$ cat src/rtl/cmp_irq_pkg.sv
package cmp_irq_pkg;

    // Per-channel compare tracking states
    typedef enum logic {
        CS_IDLE  = 1'b0,
        CS_MATCH = 1'b1
    } cmp_state_e;

    // Write target selector
    typedef enum logic {
        WT_CMPREG = 1'b0,
        WT_LATCH  = 1'b1
    } wr_tgt_e;

endpackage

$ cat src/rtl/cmp_pin_sync.sv
module cmp_pin_sync #(
    parameter int NCH    = 4,
    parameter int STAGES = 2
) (
    input  logic           clk,
    input  logic           rst_n,
    input  logic [NCH-1:0] pin_in,
    output logic [NCH-1:0] level,
    output logic [NCH-1:0] fall
);

    localparam int DEPTH = STAGES + 1;

    logic [NCH-1:0] sh_q [DEPTH];

    always_ff @(posedge clk or negedge rst_n) begin
        if (!rst_n) begin
            for (int i = 0; i < DEPTH; i++) begin
                sh_q[i] <= '1;
            end
        end else begin
            sh_q[0] <= pin_in;
            for (int i = 1; i < DEPTH; i++) begin
                sh_q[i] <= sh_q[i-1];
            end
        end
    end

    assign level = sh_q[STAGES-1];
    assign fall  = ~sh_q[STAGES-1] & sh_q[STAGES];

endmodule

$ cat src/rtl/cmp_chan.sv
module cmp_chan
    import cmp_irq_pkg::*;
#(
    parameter int            CW      = 16,
    parameter logic [CW-1:0] RST_CMP = '1
) (
    input  logic          clk,
    input  logic          rst_n,
    input  logic [CW-1:0] tmr_cnt,
    input  logic          reg_we,
    input  logic          latch_we,
    input  logic [CW-1:0] wdata,
    input  logic          cmp_mode,
    input  logic          fall_sel,
    input  logic          pin_fall,
    input  logic          clr,
    output logic          out_q,
    output logic          flag_q
);

    logic [CW-1:0] cmp_q;
    cmp_state_e    st_q, st_d;
    logic          cmp_sig;
    logic          evt_rise, evt_fall, cmp_evt, set_flag;
    logic          shadow_q, shadow_d;

    // Compare register
    always_ff @(posedge clk or negedge rst_n) begin
        if (!rst_n) begin
            cmp_q <= RST_CMP;
        end else if (reg_we) begin
            cmp_q <= wdata;
        end
    end

    assign cmp_sig = (tmr_cnt == cmp_q);

    // State register
    always_ff @(posedge clk or negedge rst_n) begin
        if (!rst_n) begin
            st_q <= CS_IDLE;
        end else begin
            st_q <= st_d;
        end
    end

    // Next state and edge outputs
    always_comb begin
        st_d     = st_q;
        evt_rise = 1'b0;
        evt_fall = 1'b0;
        unique case (st_q)
            CS_IDLE: begin
                if (cmp_sig) begin
                    st_d     = CS_MATCH;
                    evt_rise = 1'b1;
                end
            end
            CS_MATCH: begin
                if (!cmp_sig) begin
                    st_d     = CS_IDLE;
                    evt_fall = 1'b1;
                end
            end
            default: st_d = CS_IDLE;
        endcase
    end

    assign cmp_evt  = fall_sel ? evt_fall : evt_rise;
    assign set_flag = cmp_mode ? cmp_evt : pin_fall;
    assign shadow_d = latch_we ? wdata[0] : shadow_q;

    // Shadow latch, output buffer, request flag
    always_ff @(posedge clk or negedge rst_n) begin
        if (!rst_n) begin
            shadow_q <= 1'b0;
            out_q    <= 1'b0;
            flag_q   <= 1'b0;
        end else begin
            shadow_q <= shadow_d;
            if (!cmp_mode || cmp_sig) begin
                out_q <= shadow_d;
            end
            flag_q <= set_flag | (flag_q & ~clr);
        end
    end

    AST_PIN_CUT_IN_CMP: assert property (@(posedge clk) disable iff (!rst_n)
        ($rose(flag_q) && $past(cmp_mode)) |-> (st_q != $past(st_q)))
        else $error("pin path reached flag in compare mode");

    AST_RISE_ONLY: assert property (@(posedge clk) disable iff (!rst_n)
        ($rose(flag_q) && $past(cmp_mode) && !$past(fall_sel)) |-> (st_q == CS_MATCH))
        else $error("flag set without match-begin");

    AST_FALL_SEL: assert property (@(posedge clk) disable iff (!rst_n)
        ($rose(flag_q) && $past(cmp_mode) && $past(fall_sel)) |-> (st_q == CS_IDLE))
        else $error("flag set without match-end");

    AST_BUF_HOLD: assert property (@(posedge clk) disable iff (!rst_n)
        (cmp_mode && $past(cmp_mode) && !$past(cmp_sig)) |-> $stable(out_q))
        else $error("output buffer moved outside match");

    AST_FLAG_STICKY: assert property (@(posedge clk) disable iff (!rst_n)
        ($past(flag_q) && !$past(clr)) |-> flag_q)
        else $error("flag dropped without clear");

    AST_PORT_IRQ: assert property (@(posedge clk) disable iff (!rst_n)
        ($rose(flag_q) && !$past(cmp_mode)) |-> $past(pin_fall))
        else $error("port-mode flag without pin fall");

endmodule

$ cat src/rtl/cmp_irq_unit.sv
module cmp_irq_unit
    import cmp_irq_pkg::*;
#(
    parameter  int NCH = 4,
    parameter  int CW  = 16,
    localparam int CHW = (NCH > 1) ? $clog2(NCH) : 1
) (
    input  logic           clk,
    input  logic           rst_n,
    input  logic [CW-1:0]  tmr_cnt,
    input  logic           wr_en,
    input  logic [CHW-1:0] wr_ch,
    input  logic           wr_tgt,
    input  logic [CW-1:0]  wr_data,
    input  logic [NCH-1:0] cmp_mode,
    input  logic           ch0_fall_sel,
    input  logic [NCH-1:0] pin_in,
    output logic [NCH-1:0] pin_level,
    output logic [NCH-1:0] pin_out,
    output logic [NCH-1:0] irq_flag,
    input  logic [NCH-1:0] irq_clr
);

    logic [NCH-1:0] pin_fall;
    logic [NCH-1:0] reg_we, latch_we;

    cmp_pin_sync #(
        .NCH    (NCH),
        .STAGES (2)
    ) sync_i (
        .clk    (clk),
        .rst_n  (rst_n),
        .pin_in (pin_in),
        .level  (pin_level),
        .fall   (pin_fall)
    );

    for (genvar g = 0; g < NCH; g++) begin : g_ch
        logic hit, fsel;
        assign hit         = wr_en && (wr_ch == CHW'(g));
        assign reg_we[g]   = hit && (wr_tgt == WT_CMPREG);
        assign latch_we[g] = hit && (wr_tgt == WT_LATCH);

        if (g == 0) begin : g_sel
            assign fsel = ch0_fall_sel;
        end else begin : g_fix
            assign fsel = 1'b0;
        end

        cmp_chan #(
            .CW (CW)
        ) chan_i (
            .clk      (clk),
            .rst_n    (rst_n),
            .tmr_cnt  (tmr_cnt),
            .reg_we   (reg_we[g]),
            .latch_we (latch_we[g]),
            .wdata    (wr_data),
            .cmp_mode (cmp_mode[g]),
            .fall_sel (fsel),
            .pin_fall (pin_fall[g]),
            .clr      (irq_clr[g]),
            .out_q    (pin_out[g]),
            .flag_q   (irq_flag[g])
        );
    end

    AST_WR_ONEHOT: assert property (@(posedge clk) disable iff (!rst_n)
        $onehot0(reg_we | latch_we))
        else $error("write decoded to several channels");

endmodule

$ cat config.mk
export PLATFORM = sky130hd
export DESIGN_NAME = cmp_irq_unit
export DESIGN_NICKNAME = d
export VERILOG_FILES = /design/src/rtl/cmp_irq_pkg.sv /design/src/rtl/cmp_pin_sync.sv /design/src/rtl/cmp_chan.sv /design/src/rtl/cmp_irq_unit.sv
export SDC_FILE = /design/constraint.sdc
export NUM_CORES = 1
export LEC_CHECK = 0
export CAP_MARGIN = 40
export CORE_AREA = 2 2 103 85
export DETAILED_ROUTE_END_ITERATION = 12
export DIE_AREA = 0 0 105 87
export GPL_TIMING_DRIVEN = 0
export PLACE_DENSITY = 0.76
export SLEW_MARGIN = 20
export SYNTH_ARGS = -nofsm -noshare
export SYNTH_HDL_FRONTEND = slang
export SYNTH_SLANG_ARGS = --single-unit
$ cat constraint.sdc
create_clock -name clk -period 2.15 [get_ports clk]
set_clock_uncertainty 0.15 [all_clocks]
set_input_delay 0.43 -clock clk [delete_from_list [all_inputs] [get_ports clk]]
set_output_delay 0.43 -clock clk [all_outputs]
set_load 0.005 [all_outputs]
== Yosys cells after proc, flatten, opt, wreduce, memory -nomap -nowiden ==
Cells that the tools add are included.
Word-level totals
  register bits: 92
  input port bits: 51
  output and inout port bits: 12
  logic and storage cells: 85
Cells by class
  equal/unequal tests: 7
  multiplexer cells: 19
  bitwise logic cells: 15
  reduce and logical (&&, ||, !) cells: 21
Operator list (number)
  16-bit equality test: 4
  1-bit two-way mux: 19
  1-bit logical AND: 12
  1-bit inverter: 5
  1-bit bitwise AND: 4
  4-bit bitwise AND: 1
  2-bit equality test (second input constant): 2
  1-bit logical NOT: 4
  1-bit logical OR: 4
  4-bit inverter: 1
  1-bit OR: 4
  2-bit by 1-bit equality test with 1-bit output (second input constant): 1
  2-bit logical NOT: 1

== Longest topological paths before layout ==
  word-level depth: 6
  depth in mapped cells: 5
  depth with buffers taken out: 5

== Modules after synthesis ==
A second synthesis with hierarchy kept.
Second synthesis, totals
  cells, all modules: 305
  area, all modules: 4384.2 sq um
By module, submodules not included
  cmp_chan: instances 4, cells an instance 69, area each 970.9 sq um, sequential area each 520.5 sq um
  cmp_pin_sync: instances 1, cells an instance 20, area each 400.4 sq um, sequential area each 315.3 sq um
  cmp_irq_unit: instances 1, cells an instance 9, area each 100.1 sq um, sequential area each 0.0 sq um

== Worst setup path after synthesis ==
OpenSTA, ideal clock, no wires.
  path kind: input to register
  from: input wr_ch[1]
  to: register g_ch[0].chan_i.cmp_q[10]
  setup time: 0.082 ns
  arrival time: 1.631 ns
  required time: 1.918 ns
  slack: 0.287 ns
  stages: 4
  buffers on the path: 2
  cell sequence: buf_2 > nor4b_4 > buf_2 > mux2_2
Between the ends
  longest elaborated chain between the ends: 3
Ends and longest elaborated chain
  from (decl): RTL line cmp_irq_unit.sv:12  | input logic [CHW-1:0] wr_ch,
  2-bit logical NOT: RTL line cmp_irq_unit.sv:40  | assign hit = wr_en && (wr_ch == CHW'(g));
  1-bit logical AND: RTL line cmp_irq_unit.sv:40
  1-bit logical AND: RTL line cmp_irq_unit.sv:41  | assign reg_we[g] = hit && (wr_tgt == WT_CMPREG);
  to (signal assigned): RTL line cmp_chan.sv:32  | cmp_q <= wdata;
  to (decl): RTL line cmp_chan.sv:21  | logic [CW-1:0] cmp_q;
Every way passes these cells.
A chain may end at the register's enable or synchronous reset.

== Final worst setup path ==
  from: input wr_tgt
  to: register g_ch[3].chan_i.cmp_q[13]
Between the ends
  longest elaborated chain between the ends: 2
Ends and longest elaborated chain
  from (decl): RTL line cmp_irq_unit.sv:13  | input logic wr_tgt,
  1-bit inverter: RTL line cmp_irq_unit.sv:41
  1-bit logical AND: RTL line cmp_irq_unit.sv:41
  to (signal assigned): RTL line cmp_chan.sv:32
  to (decl): RTL line cmp_chan.sv:21
Every way passes these cells.

==> results_dict.tcl <==
set metrics [dict create \
    status "finished clean" \
    placed_cells 477 \
    synth_top_area_share_pct 47.0 \
    synthAdderAreaFrac_pct 0 \
    ant_nets 0 \
    dpl.hpwl_um 6070 \
    routed.top_layer "met4" \
    grt_setup_unrepaired "true" \
    fin_crit_sh_pct 97.4 \
    yosysUniqueCellTypes 23 \
    p_leak_nw 2.12 \
    hold_viol 0 \
    peakVddDrop_mv 0.426 \
    grt_pass1_vias 2659 \
    core-area_um2 8180 \
    first_pass_iters 4 \
    r2r_end "g_ch[0].chan_i.out_q" \
    synth_seq_cells 92 \
    htree_levels 3 \
    hp-class "register to register" \
    maxSlewHeadroom_pct 67.9 \
    synth_top_family_by_area "multiplexers" \
    r2r_cells 6 \
    nFillCells 642 \
    synthMuxAreaShare_pct 19.1 \
    clock_latency_ns 0.36 \
    grt.total_usage_pct 19.8 \
    reg2reg_slack_ns 0.08 \
    r2r-start "g_ch[0].chan_i.cmp_q[15]" \
    final_area_um2 5330 \
    synthSimpleGateAreaFrac_pct 6.63 \
    setup_violations 0 \
    wl_met2_um 3980 \
    fp.dieArea_um2 9140 \
    drc_errors 0 \
    diodes 0 \
    syn_nets 355 \
    areaGrowthSynthToFinish_pct 25.5 \
    hold_end "sync_i.level[3]" \
    drive_gt1_share_pct 50.9 \
    cts_tree "done" \
    worstSetupStartpointType "primary input" \
    port_buffers 60 \
    syn-cell-area_um2 4250 \
    power-per-cell-area_nw_per_um2 872 \
    dpl_cell_area_um2 5010 \
    end_kind "register" \
    synth_xor_xnor_area_share_pct 13.2 \
    cp_max_fo 10 \
    finalWirelength_um 8400 \
    grt_start_max_net_pins 61 \
    grt_pass1_wl_um 13600 \
    max-cap-violations 0 \
    tightest_slew_ns 0.479 \
    p_total_w 0.00465 \
    min_from "sync_i.sh_q[11]" \
    initial_core_util_pct 51.9 \
    row_count 30 \
    num_io_pins 63 \
    die_h_um 87 \
    netlist_top_cells_area "dfstp_2, mux2_2, xnor2_1" \
    routed_via_density 5.16 \
    arrival_ns 2.23 \
    gr-total-overflow 0 \
    fin_crit_ns 2.09 \
    fp.dieW_um 105 \
    fin_nets 431 \
    required_ns 2.28 \
    fin_cells 497 \
    numClockSinks 92 \
    cp-startpoint "wr_tgt" \
    route.met3.wl_um 301 \
    hold_depth 0 \
    yosysSeqAreaShare_pct 56.4 \
    antenna_found_initial 0 \
    max_freq_mhz 477 \
    synth_top_cell_by_area "dfstp_2" \
    wl_per_cell_um 16.9 \
    fin_util_pct 65.2 \
    syn_area_per_cell_um2 14.0 \
    clk_pin_slew_worst_paths_ns 0.09 \
    syn_inst 304 \
    wl_met1_um 3970 \
    root_buffer "clkbuf_8" \
    setup.worst_path.class "primary input to register" \
    clk_path_buf_depth 2 \
    via_count 2565 \
    cts_buffers 9 \
    place_congestion 0.807 \
    drtIter0Drc 117 \
    yosysWarningCount 0 \
    synth_compound_area_share_pct 0.913 \
    report.final.slew_viol_count 0 \
]
[cells in the mapped netlist]
cell type / number
nor3b_1: 5
a21oi_1: 1
nor2_1: 1
nor4bb_1: 2
buf_4: 12
nand3_1: 1
buf_2: 8
o21ai_0: 3
dfstp_2: 76
xor2_1: 16
inv_1: 8
nor4_1: 7
or4b_1: 1
a31oi_1: 3
nand4b_1: 1
mux2_2: 72
nand2b_1: 3
xnor2_1: 48
nor4b_4: 1
nand4_1: 15
nor3_1: 1
dfrtp_1: 16
nand2_1: 3
[critical path, cell delays in order]
cell	delay (ns)
clkdlybuf4s50_1	0.61
nand4b_1	0.41
buf_2	0.39
mux2_2	0.38
[cell type report]
type / count / area, um2 / share of cell area [%]
well taps: 112 / 140 / 2.63
repair buffers: 65 / 658 / 12.3
clock inverters: 5 / 60.1 / 1.13
flip-flops and latches: 92 / 2400 / 45.0
inverters: 8 / 30.0 / 0.563
clock buffers: 11 / 151 / 2.84
multi-input cells: 184 / 1760 / 32.9
plain buffers: 20 / 138 / 2.58
[stage by stage]
step           hold WS [ns]  TNS, ns  setup slack (ns)
2_1_floorplan       -0.0156        0             0.287
3_3_place_gp          0.196  -187.68             -2.71
3_5_place_dp          0.197   -20.55            -0.645
4_1_cts               0.210        0            0.0181
5_1_grt               0.214  -0.0221           -0.0221
6_report              0.209        0            0.0551
[worst max path at each step]
stage and end:
2_1_floorplan g_ch[0].chan_i.cmp_q[10], 3_3_place_gp g_ch[2].chan_i.st_q, 3_5_place_dp g_ch[0].chan_i.flag_q, 4_1_cts g_ch[3].chan_i.out_q
5_1_grt g_ch[0].chan_i.out_q, 6_report g_ch[3].chan_i.cmp_q[13]
[report_power, final]
| group | internal [W] | switching [W] | leakage, nW |
|---|---|---|---|
| combinational | 0.000610 | 0.000380 | 1.01 |
| sequential | 0.00225 | 0.000202 | 1.00 |
| clock | 0.000603 | 0.000596 | 0.106 |
| total | 0.00347 | 0.00118 | 2.12 |
[cell usage in the layout, fill, tap and decap left out, types with 2 or more instances in the layout]
cell type,count
buf_2,5
nor4_1,2
nor3b_1,5
xnor2_1,47
dlygate4sd2_1,10
a31oi_1,3
nor4_2,2
clkbuf_8,11
nand4_1,15
nor4bb_1,2
dfrtp_1,16
dlymetal6s2s_1,5
dfstp_2,76
mux2_2,72
buf_4,16
clkdlybuf4s50_1,44
nand2b_1,3
inv_1,8
xor2_1,16
nand2_1,3
clkinv_4,2
o21ai_0,3
nor4_4,3
clkbuf_4,3
[metal layers]
| metal | vias up | track usage (%) |
|---|---|---|
| li1 | 1194 | - |
| met1 | 1304 | 26.8 |
| met2 | 54 | 31.2 |
| met3 | 13 | 4.94 |
| met4 | 0 | 7.39 |
| met5 | - | 0 |
[timing repair]
action                     in CTS  in global routing
buffers inserted                3                  0
gates resized for setup        19                  8
hold buffers                    1                  0
setup endpoints to repair      15                 17
hold endpoints to repair       12                  0
pin swaps                       9                  5
[sequential cells by signal, indices dropped and copies added (netlist names)]
register              count
sync_i.sh_q               8
g_ch.chan_i.cmp_q        64
g_ch.chan_i.st_q          4
sync_i.level              4
g_ch.chan_i.out_q         4
g_ch.chan_i.flag_q        4
g_ch.chan_i.shadow_q      4
[kinds of logic after synthesis]
family | Yosys count
buf+inv | 28
xor+xnor | 64
compound gates | 7
flops | 92
mux | 72
simple gates | 41
(Power assumes the default switching activity.)
